--- src/rtl/pmu_pkg.sv ---
package pmu_pkg;
  localparam int unsigned REG_W    = 32;
  localparam int unsigned SEL_W    = 4;
  localparam int unsigned MASK_W   = 4;
  localparam int unsigned CNT_W    = 24;
  localparam int unsigned NUM_EVT  = 1 << SEL_W;
  localparam int unsigned TID_W    = $clog2(MASK_W);
  localparam int unsigned STAT_LSB = 16;

  // Field order is fixed: software decodes these positions.
  typedef struct packed {
    logic [SEL_W-1:0]  sel;
    logic [MASK_W-1:0] mask;
    logic [CNT_W-1:0]  cnt;
  } ctr_reg_t;
endpackage

--- src/rtl/pmu_event_counter.sv ---
module pmu_event_counter
  import pmu_pkg::*;
#(
  parameter bit                 LEGACY     = 1'b0,
  parameter logic [NUM_EVT-1:0] GLOBAL_SEL = 16'hC000
) (
  input  logic              clk,
  input  logic              rst,
  input  logic              wr_en,
  input  logic [REG_W-1:0]  wdata,
  input  logic [NUM_EVT-1:0] ev_pulse,
  input  logic [TID_W-1:0]  ev_tid,
  input  logic              pend_clr,
  output ctr_reg_t          reg_q,
  output logic              pend_q
);
  ctr_reg_t wr_fields;
  logic     hit;
  logic     wrap;

  assign wr_fields = ctr_reg_t'(wdata);
  assign hit  = ev_pulse[reg_q.sel] && (GLOBAL_SEL[reg_q.sel] || reg_q.mask[ev_tid]);
  assign wrap = hit && (&reg_q.cnt) && !wr_en;

  always_ff @(posedge clk) begin
    if (rst) begin
      reg_q <= '0;
    end else if (wr_en) begin
      reg_q.sel  <= wr_fields.sel;
      reg_q.mask <= wr_fields.mask;
      reg_q.cnt  <= LEGACY ? '0 : wr_fields.cnt;
    end else if (hit) begin
      reg_q.cnt <= reg_q.cnt + 1'b1;
    end
  end

  always_ff @(posedge clk) begin
    if (rst || LEGACY) begin
      pend_q <= 1'b0;
    end else if (wrap) begin
      pend_q <= 1'b1;
    end else if (pend_clr) begin
      pend_q <= 1'b0;
    end
  end

  assert_write_wins_R7: assert property (@(posedge clk) disable iff (rst)
    wr_en |=> (reg_q.sel == $past(wr_fields.sel)) && (reg_q.mask == $past(wr_fields.mask)) &&
              (reg_q.cnt == (LEGACY ? CNT_W'(0) : $past(wr_fields.cnt))));

  assert_single_step_R2: assert property (@(posedge clk) disable iff (rst)
    !wr_en |=> (reg_q.cnt == $past(reg_q.cnt)) || (reg_q.cnt == CNT_W'($past(reg_q.cnt) + 1'b1)));

  assert_hold_when_idle_R3: assert property (@(posedge clk) disable iff (rst)
    (!wr_en && !ev_pulse[reg_q.sel]) |=> $stable(reg_q));

  assert_pend_from_wrap_R5: assert property (@(posedge clk) disable iff (rst)
    $rose(pend_q) |-> ($past(&reg_q.cnt) && !$past(wr_en) && (reg_q.cnt == '0)));
endmodule

--- src/rtl/pmu_cycle_counter.sv ---
module pmu_cycle_counter #(
  parameter int unsigned CYC_W = 32
) (
  input  logic             clk,
  input  logic             rst,
  output logic [CYC_W-1:0] cyc_q
);
  always_ff @(posedge clk) begin
    if (rst) cyc_q <= '0;
    else     cyc_q <= cyc_q + 1'b1;
  end

  assert_cycle_step_R9: assert property (@(posedge clk) disable iff (rst)
    1'b1 |=> cyc_q == CYC_W'($past(cyc_q) + 1'b1));
endmodule

--- src/rtl/thread_event_pmu.sv ---
module thread_event_pmu
  import pmu_pkg::*;
#(
  parameter int unsigned        NUM_CTR    = 2,
  parameter int unsigned        ADDR_W     = 3,
  parameter int unsigned        CYC_W      = 32,
  parameter bit                 LEGACY     = 1'b0,
  parameter logic [NUM_EVT-1:0] GLOBAL_SEL = 16'hC000
) (
  input  logic               clk,
  input  logic               rst,
  input  logic               bus_wr,
  input  logic [ADDR_W-1:0]  bus_addr,
  input  logic [REG_W-1:0]   bus_wdata,
  output logic [REG_W-1:0]   bus_rdata,
  input  logic [NUM_EVT-1:0] ev_pulse,
  input  logic [TID_W-1:0]   ev_tid,
  output logic [NUM_CTR-1:0] ovf_irq
);
  localparam logic [ADDR_W-1:0] STAT_ADDR = ADDR_W'(NUM_CTR);
  localparam logic [ADDR_W-1:0] CYC_ADDR  = ADDR_W'(NUM_CTR + 1);

  ctr_reg_t           ctr_q [NUM_CTR];
  logic [NUM_CTR-1:0] pend;
  logic [CYC_W-1:0]   cyc_q;
  logic [REG_W-1:0]   stat_word;
  logic [REG_W-1:0]   rd_mux;
  logic               stat_wr;

  assign stat_wr = bus_wr && (bus_addr == STAT_ADDR);

  for (genvar i = 0; i < NUM_CTR; i++) begin : g_ctr
    logic wr_i;
    assign wr_i = bus_wr && (bus_addr == ADDR_W'(i));
    pmu_event_counter #(
      .LEGACY     (LEGACY),
      .GLOBAL_SEL (GLOBAL_SEL)
    ) u_ctr (
      .clk      (clk),
      .rst      (rst),
      .wr_en    (wr_i),
      .wdata    (bus_wdata),
      .ev_pulse (ev_pulse),
      .ev_tid   (ev_tid),
      .pend_clr (stat_wr && bus_wdata[STAT_LSB + i]),
      .reg_q    (ctr_q[i]),
      .pend_q   (pend[i])
    );
  end

  pmu_cycle_counter #(.CYC_W(CYC_W)) u_cyc (
    .clk   (clk),
    .rst   (rst),
    .cyc_q (cyc_q)
  );

  always_comb begin
    stat_word = '0;
    for (int i = 0; i < NUM_CTR; i++) stat_word[STAT_LSB + i] = pend[i];
  end

  always_comb begin
    rd_mux = '0;
    for (int i = 0; i < NUM_CTR; i++) begin
      if (bus_addr == ADDR_W'(i)) rd_mux = ctr_q[i];
    end
    if (bus_addr == STAT_ADDR) rd_mux = stat_word;
    if (bus_addr == CYC_ADDR)  rd_mux = REG_W'(cyc_q);
  end

  always_ff @(posedge clk) begin
    if (rst) bus_rdata <= '0;
    else     bus_rdata <= rd_mux;
  end

  assign ovf_irq = pend;

  assert_rdata_reset_R10: assert property (@(posedge clk) disable iff (rst)
    $past(rst) |-> (bus_rdata == '0) && (ovf_irq == '0));

  assert_clear_works_R6: assert property (@(posedge clk) disable iff (rst)
    (stat_wr && bus_wdata[STAT_LSB] && !ev_pulse[ctr_q[0].sel]) |=> !ovf_irq[0]);
endmodule

--- config.mk ---
export PLATFORM = sky130hd
export DESIGN_NAME = thread_event_pmu
export DESIGN_NICKNAME = d
export VERILOG_FILES = /design/src/rtl/pmu_pkg.sv /design/src/rtl/pmu_event_counter.sv /design/src/rtl/pmu_cycle_counter.sv /design/src/rtl/thread_event_pmu.sv
export SDC_FILE = /design/constraint.sdc
export NUM_CORES = 1
export LEC_CHECK = 0
export BUFFER_PORTS_ARGS = -buffer_cell sky130_fd_sc_hd__buf_4
export CAP_MARGIN = 20
export CORE_MARGIN = 10
export CORE_UTILIZATION = 50
export DETAILED_ROUTE_END_ITERATION = 8
export PLACE_DENSITY = 0.78
export SLEW_MARGIN = 40
export SYNTH_ARGS = -nofsm -noshare
export SYNTH_HDL_FRONTEND = slang
export SYNTH_HIERARCHICAL = 1
export SYNTH_SLANG_ARGS = --single-unit
--- constraint.sdc ---
create_clock -name clk -period 1.85 [get_ports clk]
set_input_delay 0.185 -clock clk [delete_from_list [all_inputs] [get_ports clk]]
set_output_delay 0.185 -clock clk [all_outputs]
set_load 0.05 [all_outputs]
### Word level (Yosys, flattened, before mapping)

Memories as Yosys holds them, arrays and structs flattened. A register that Yosys moved wholly into a read port is not among the register bits.
Cells that the tools add are included.

| storage, ports and cells | value |
|---|---|
| flip-flop bits (word level) | 130 |
| bits in latches | 0 |
| bits in writable memories | 0 |
| bits in read-only memories | 32 |
| input port bits | 56 |
| output and inout bits | 34 |
| logic and storage cells | 69 |
| memories kept | 2 |

Memory list:

| memory | words | width | rd ports | clocked after memory_dff | write ports | RTL line | RTL |
|---|---|---|---|---|---|---|---|
| (name not given) | 16 | 1 | 1 | 1 | 0 | pmu_event_counter.sv:22 | `assign hit = ev_pulse[reg_q.sel] && (GLOBAL_SEL[reg_q.sel] \|\| reg_q.mask[ev_tid]);` |
| (name not given) | 16 | 1 | 1 | 1 | 0 | pmu_event_counter.sv:22 |  |

| cells by class | value |
|---|---|
| add/subtract/negate cells | 3 |
| multipliers | 0 |
| div/mod/pow operators | 0 |
| $lt $le $gt $ge | 3 |
| equality and inequality tests | 3 |
| shifts and indexed selects | 0 |
| multiplexer cells | 26 |
| bitwise gates (word level) | 0 |
| reductions and logical operators | 22 |

Operators by type and width:

| kind | number |
|---|---|
| $mux W32 | 4 |
| $mux W24 | 4 |
| $add A24 B1 Y24 const B | 2 |
| $reduce_and A24 Y1 | 2 |
| $add A32 B1 Y32 const B | 1 |
| $mux W4 | 4 |
| $logic_and A1 B1 Y1 | 11 |
| $lt A4 B5 Y1 const B | 2 |
| $mux W1 | 10 |
| $bmux W1 S4 | 2 |
| $reduce_bool A2 Y1 | 4 |
| $eq A3 B2 Y1 const B | 2 |
| $bmux W1 S2 | 2 |
| $eq A3 B1 Y1 const B | 1 |
| $logic_not A3 Y1 | 1 |
| $lt A2 B3 Y1 const B | 1 |
| $logic_not A1 Y1 | 2 |
| $logic_or A1 B1 Y1 | 2 |

### Depth between registers and ports, before layout

| logic depth | value |
|---|---|
| depth after elaboration | 7 |
| mapped depth | 10 |
| mapped depth without buffers | 7 |

### Hierarchy

The synthesis kept the hierarchy.

By module, submodules not included:

| module | instances | cells an instance | area an instance (µm²) | sequential area each (µm²) |
|---|---|---|---|---|
| pmu_event_counter | 2 | 231 | 2,040.7 | 680.7 |
| thread_event_pmu | 1 | 118 | 1,609.0 | 640.6 |
| pmu_cycle_counter | 1 | 168 | 1,475.2 | 640.6 |

### Least setup slack after synthesis

OpenSTA, ideal clock, no wires.

| timing | value |
|---|---|
| path type | register to register |
| from | reg u_cyc.cyc_q[0] |
| to | reg u_cyc.cyc_q[22] |
| library setup time | 0.070 ns |
| data arrival time | 1.938 ns |
| data required time | 1.780 ns |
| path slack | -0.158 ns |
| stages on the path, launching flop included | 7 |
| buffers on the path | 1 |
| clock period less this slack | 2.008 ns |
| path through | dfxtp_1 ha_1 and4_4 or4b_1 buf_2 or4_1 a21oi_1 |

| between the ends | value |
|---|---|
| cells in the longest elaborated chain, start to end | 1 |

Ends and longest elaborated chain:

| what | RTL line | RTL |
|---|---|---|
| start, declared | pmu_cycle_counter.sv:6 | `output logic [CYC_W-1:0] cyc_q` |
| start signal, assigned | pmu_cycle_counter.sv:10 | `else cyc_q <= cyc_q + 1'b1;` |
| $add A32 B1 Y32 | pmu_cycle_counter.sv:10 |  |

Every way passes these cells.
A chain may end at the register's enable or synchronous reset.

### Final worst setup path

| timing | value |
|---|---|
| from | reg g_ctr[0].u_ctr/reg_q[30] (netlist bit) |
| to | reg g_ctr[0].u_ctr/reg_q[18] (netlist bit) |

| between the ends | value |
|---|---|
| cells in the longest elaborated chain, start to end | 4 |

Ends and longest elaborated chain:

| what | RTL line | RTL |
|---|---|---|
| start, declared | pmu_event_counter.sv:14 | `output ctr_reg_t reg_q,` |
| $bmux W1 S4 | pmu_event_counter.sv:22 |  |
| $mux W1 (not written as such) | pmu_event_counter.sv:22 |  |
| $logic_and A1 B1 Y1 | pmu_event_counter.sv:22 |  |
| $reduce_bool A2 Y1 (no line) | -- |  |

Every way passes these cells. The select of a mux whose other input is x is not followed.

==> impl.org <==
** Synth
- Number of warning messages in the yosys log :: 6
- Number of synthesized flops with an enable pin :: 0
- Number of distinct library cells after synthesis :: 64
- In this run the mean area of a mapped cell was ~9.6 um2.
- When the netlist entered floorplanning its net count stood at 807.
- The mapped netlist covers 7170 um2.
- For this run, asynchronously set or reset flops after synthesis account for 0.
- Proportion of synthesized chip area in sequential cells :: 0.369
- After synthesis the netlist holds a flip-flop and latch count of 132.
- Synthesis produced 748 cells.
- For this run, the leading register cell type out of synthesis is sky130_fd_sc_hd__dfxtp_1.

** Floorplanning
- In this run the vertical extent of the chip is about 140 um.
- Area of the core :: around 14000 um2
- The die covers 19500 um2.
- 90 I/O pins were placed.
- Number of cell rows :: 43
- Measured along the x axis, the die boundary spans 140 um.
- For this configuration, the core starts out at a cell density of 0.514.

** Worst hold path
- Class of the tightest hold or removal check :: primary input to flip-flop
- The worst hold path begins at bus_wdata[24].
- Along the worst hold path, the cell count comes to 3.
- The worst hold path terminates at g_ctr[0].u_ctr/reg_q[24]$_SDFFE_PP0P_.

** Place
- Summed over all nets, the half-perimeter wirelength after detailed placement is 15.6 mm.
- Prior to clock tree synthesis, the placed netlist has a worst setup slack of -158 ps.
- Routability-driven placement congestion ratio :: about 1
- During placement, the flow inserted port buffers numbering 89.

** Cells and area
- Post-layout net count :: roughly 1000
- Leaving out fill and tap cells, the most frequent cell in the layout is sky130_fd_sc_hd__buf_4.
- In the layout the commonest cells are sky130_fd_sc_hd__buf_4, sky130_fd_sc_hd__dfxtp_1, sky130_fd_sc_hd__mux2i_1.
- Of the cells placed in the final design, the portion with a size suffix greater than 1 is 0.430.
- Diode count :: 0
- Compared with the post-synthesis result, the final layout area differs by 42.1%.

** Global routing
- The initial antenna violation count is 0.
- Grt total ovfl :: 0
- Combined global-route utilization of all metal layers :: 0.223
- Global-route wire length before repair :: 35.6 mm
- Entering global routing, the biggest net connects 54 pins.
- The via count of the first global-routing pass was between 6000 and 7000.

** Timing
- Measured against its own limit, the worst slew margin works out to 0.598.
- Max frequency :: 0.490 GHz
- Setup violations remaining at the end of the flow were counted as 46.
- Final Hold Violating Endpoints :: 0
- Across all setup checks in the final design, the least slack found is -190 ps.
- Setup repair after global routing missed its margin :: true
- At the pin with the least slew margin, the transition time is about 600 ps.
- The max-slew violation count is 0.
- Clock Skew :: 8.81 ps
- Final Critical Period :: 2040 ps
- Dividing the final minimum period by the clock period gives 1.10.

** Setup path
- For the worst setup path, the data required time is 2190 ps.
- STA classifies the critical path startpoint as a flip-flop.
- Worst-case register-to-register setup slack :: -190 ps
- For the worst setup path, the data arrival time is 2380 ps.
- Counting cells, the worst reg-to-reg path comes to 8.
- STA classifies the critical path endpoint as a flip-flop.
- The worst register-to-register path ends at g_ctr[0].u_ctr/reg_q[18]$_SDFFE_PP0P_.
- Reg-to-reg startpoint :: g_ctr[0].u_ctr/reg_q[30]$_SDFFE_PP0P_
- Maximum fanout along the worst path :: 6
- The critical path in this run is classified as flip-flop to flip-flop.

** Outcome
- The run finished, with violations left.
- Failing checks :: negative setup slack

** Routing
- The count of nets left with antenna violations once routing finished came out at 0.
- DR WL/cell :: 21.3 um
- The routed design has 24.2 mm of wire.
- Number of vias per cell :: 6.17
- Detailed-router iteration count before antenna repair :: 5
- Final routed DRC violation total :: 0
- The final route contains about 7000 vias.
- Initial detailed-routing violation count :: between 600 and 700

** Clocking
- TritonCTS built the clock tree.
- H-tree depth :: 4
- Source-to-sink clock delay at the later pin of the worst-skew pair :: 430 ps
- Clock-pin slew was measured on the worst setup and hold paths at 60 ps.
- Counting the buffers created by CTS gives 17.
- The clock drives 132 sinks.
- Buffer levels on the longest clock path :: 2
- The cell sitting at the root of the clock tree is a sky130_fd_sc_hd__clkbuf_16.

** Power
- VDD sags by at most 0.878 mV.
- Dividing total power by cell area gives a power density of 726 nW/um2.
- Static Leakage :: 3.95 nW
- After layout, the design draws a total of between 7 and 8 mW.

** Job
- Max-cap violation count :: 0
-- worst max-delay path by stage --
stage / from / to / cells past startpoint
2_1_floorplan: u_cyc/cyc_q[1]$_SDFF_PP0_ / u_cyc/cyc_q[22]$_SDFF_PP0_ / 6
3_3_place_gp: g_ctr[1].u_ctr/reg_q[30]$_SDFFE_PP0P_ / g_ctr[1].u_ctr/reg_q[19]$_SDFFE_PP0P_ / 8
3_5_place_dp: g_ctr[0].u_ctr/reg_q[30]$_SDFFE_PP0P_ / g_ctr[0].u_ctr/reg_q[18]$_SDFFE_PP0P_ / 8
4_1_cts: g_ctr[0].u_ctr/reg_q[30]$_SDFFE_PP0P_ / g_ctr[0].u_ctr/reg_q[18]$_SDFFE_PP0P_ / 7
5_1_grt: g_ctr[0].u_ctr/reg_q[30]$_SDFFE_PP0P_ / g_ctr[0].u_ctr/reg_q[18]$_SDFFE_PP0P_ / 8
6_report: g_ctr[0].u_ctr/reg_q[30]$_SDFFE_PP0P_ / g_ctr[0].u_ctr/reg_q[18]$_SDFFE_PP0P_ / 8
-- repair_timing --
item	4_1_cts	5_1_grt
setup buffers	6	13
gates cloned	3	1
resized for setup	38	96
hold buffers	3	0
endpoints found under the hold margin	5	0
pin swaps	27	49
endpoints found under the setup margin	54	64
-- synth_stat cells (10+ instances only) --
master	count	area, um2
sky130_fd_sc_hd__nand4_1	11	68.8
sky130_fd_sc_hd__o31ai_1	19	143
sky130_fd_sc_hd__nand2_1	32	120
sky130_fd_sc_hd__nor2_1	66	248
sky130_fd_sc_hd__mux2i_1	70	701
sky130_fd_sc_hd__nor3_1	19	95.1
sky130_fd_sc_hd__buf_6	10	113
sky130_fd_sc_hd__a21oi_1	37	185
sky130_fd_sc_hd__nor2b_1	11	68.8
sky130_fd_sc_hd__nand3_1	26	130
sky130_fd_sc_hd__and2_1	10	62.6
sky130_fd_sc_hd__clkbuf_1	22	82.6
sky130_fd_sc_hd__and4_1	24	210
sky130_fd_sc_hd__a211oi_1	20	150
sky130_fd_sc_hd__buf_2	15	75.1
sky130_fd_sc_hd__dfxtp_1	132	2640
sky130_fd_sc_hd__xnor2_1	23	201
sky130_fd_sc_hd__o2bb2ai_2	29	435
sky130_fd_sc_hd__inv_1	27	101
sky130_fd_sc_hd__or4_1	12	90.1
-- per-stage QoR --
step	hold WS [ps]	area (um2)	util	cells	TNS, ps
after floorplan	274	7240	-	748	-50.2
after global placement	405	8760	0.629	1081	-870
after detailed placement	418	8760	0.629	1081	-2140
after CTS	6.83	9650	0.693	1122	-591
after global routing	20.5	10200	0.731	1136	-5500
final	14.5	10200	0.731	1136	-2160
-- sequential cells by signal, summed over array words and instances (netlist names), named ones only --
register	count
g_ctr.u_ctr/pend_q	2
u_cyc/cyc_q	32
g_ctr.u_ctr/reg_q	64
bus_rdata	32
-- worst max-delay path, cell delays in order, from the launching register on --
cell and delay [ps]:
sky130_fd_sc_hd__dfxtp_4 380, sky130_fd_sc_hd__buf_6 120, sky130_fd_sc_hd__mux2i_1 110, sky130_fd_sc_hd__a31oi_1 240
sky130_fd_sc_hd__nand4b_4 190, sky130_fd_sc_hd__buf_6 190, sky130_fd_sc_hd__a2111oi_4 360, sky130_fd_sc_hd__xnor2_1 140
sky130_fd_sc_hd__a211oi_1 220
-- where the power goes --
part | internal, mW | leakage [nW] | switching (mW)
logic | 0.320 | 2.56 | 0.394
clock network | 2.35 | 0.318 | 1.37
registers | 2.90 | 1.08 | 0.0530
total | 5.57 | 3.95 | 1.82
-- kinds of logic after synthesis --
logic type / after synthesis / synth area share
and+or+nand+nor: 259 / 0.211
AOI/OAI and AO/OA: 170 / 0.217
DFF: 132 / 0.369
buffers and inverters: 79 / 0.0561
muxes: 74 / 0.104
xor gates and xnor gates: 31 / 0.0379
adders and majority gates: 3 / 0.00524
-- metal layers --
metal  share of wire  up-vias  global-route usage
met4           0.027        0              0.0755
li1                -     3206                   -
met5               0        -                   0
met3           0.083       60              0.0517
met1            0.41     3399               0.286
met2            0.48      345               0.361
-- area by class of cell --
class / instances / area [um2]
Tap cell: 180 / 225
Inverter: 27 / 101
Timing Repair Buffer: 227 / 1870
Clock buffer: 18 / 450
Fill cell: 941 / 3750
Clock inverter: 13 / 198
Sequential cell: 132 / 2680
Multi-Input combinational cell: 539 / 4660
Note: power is estimated with default switching activity, not from simulation.
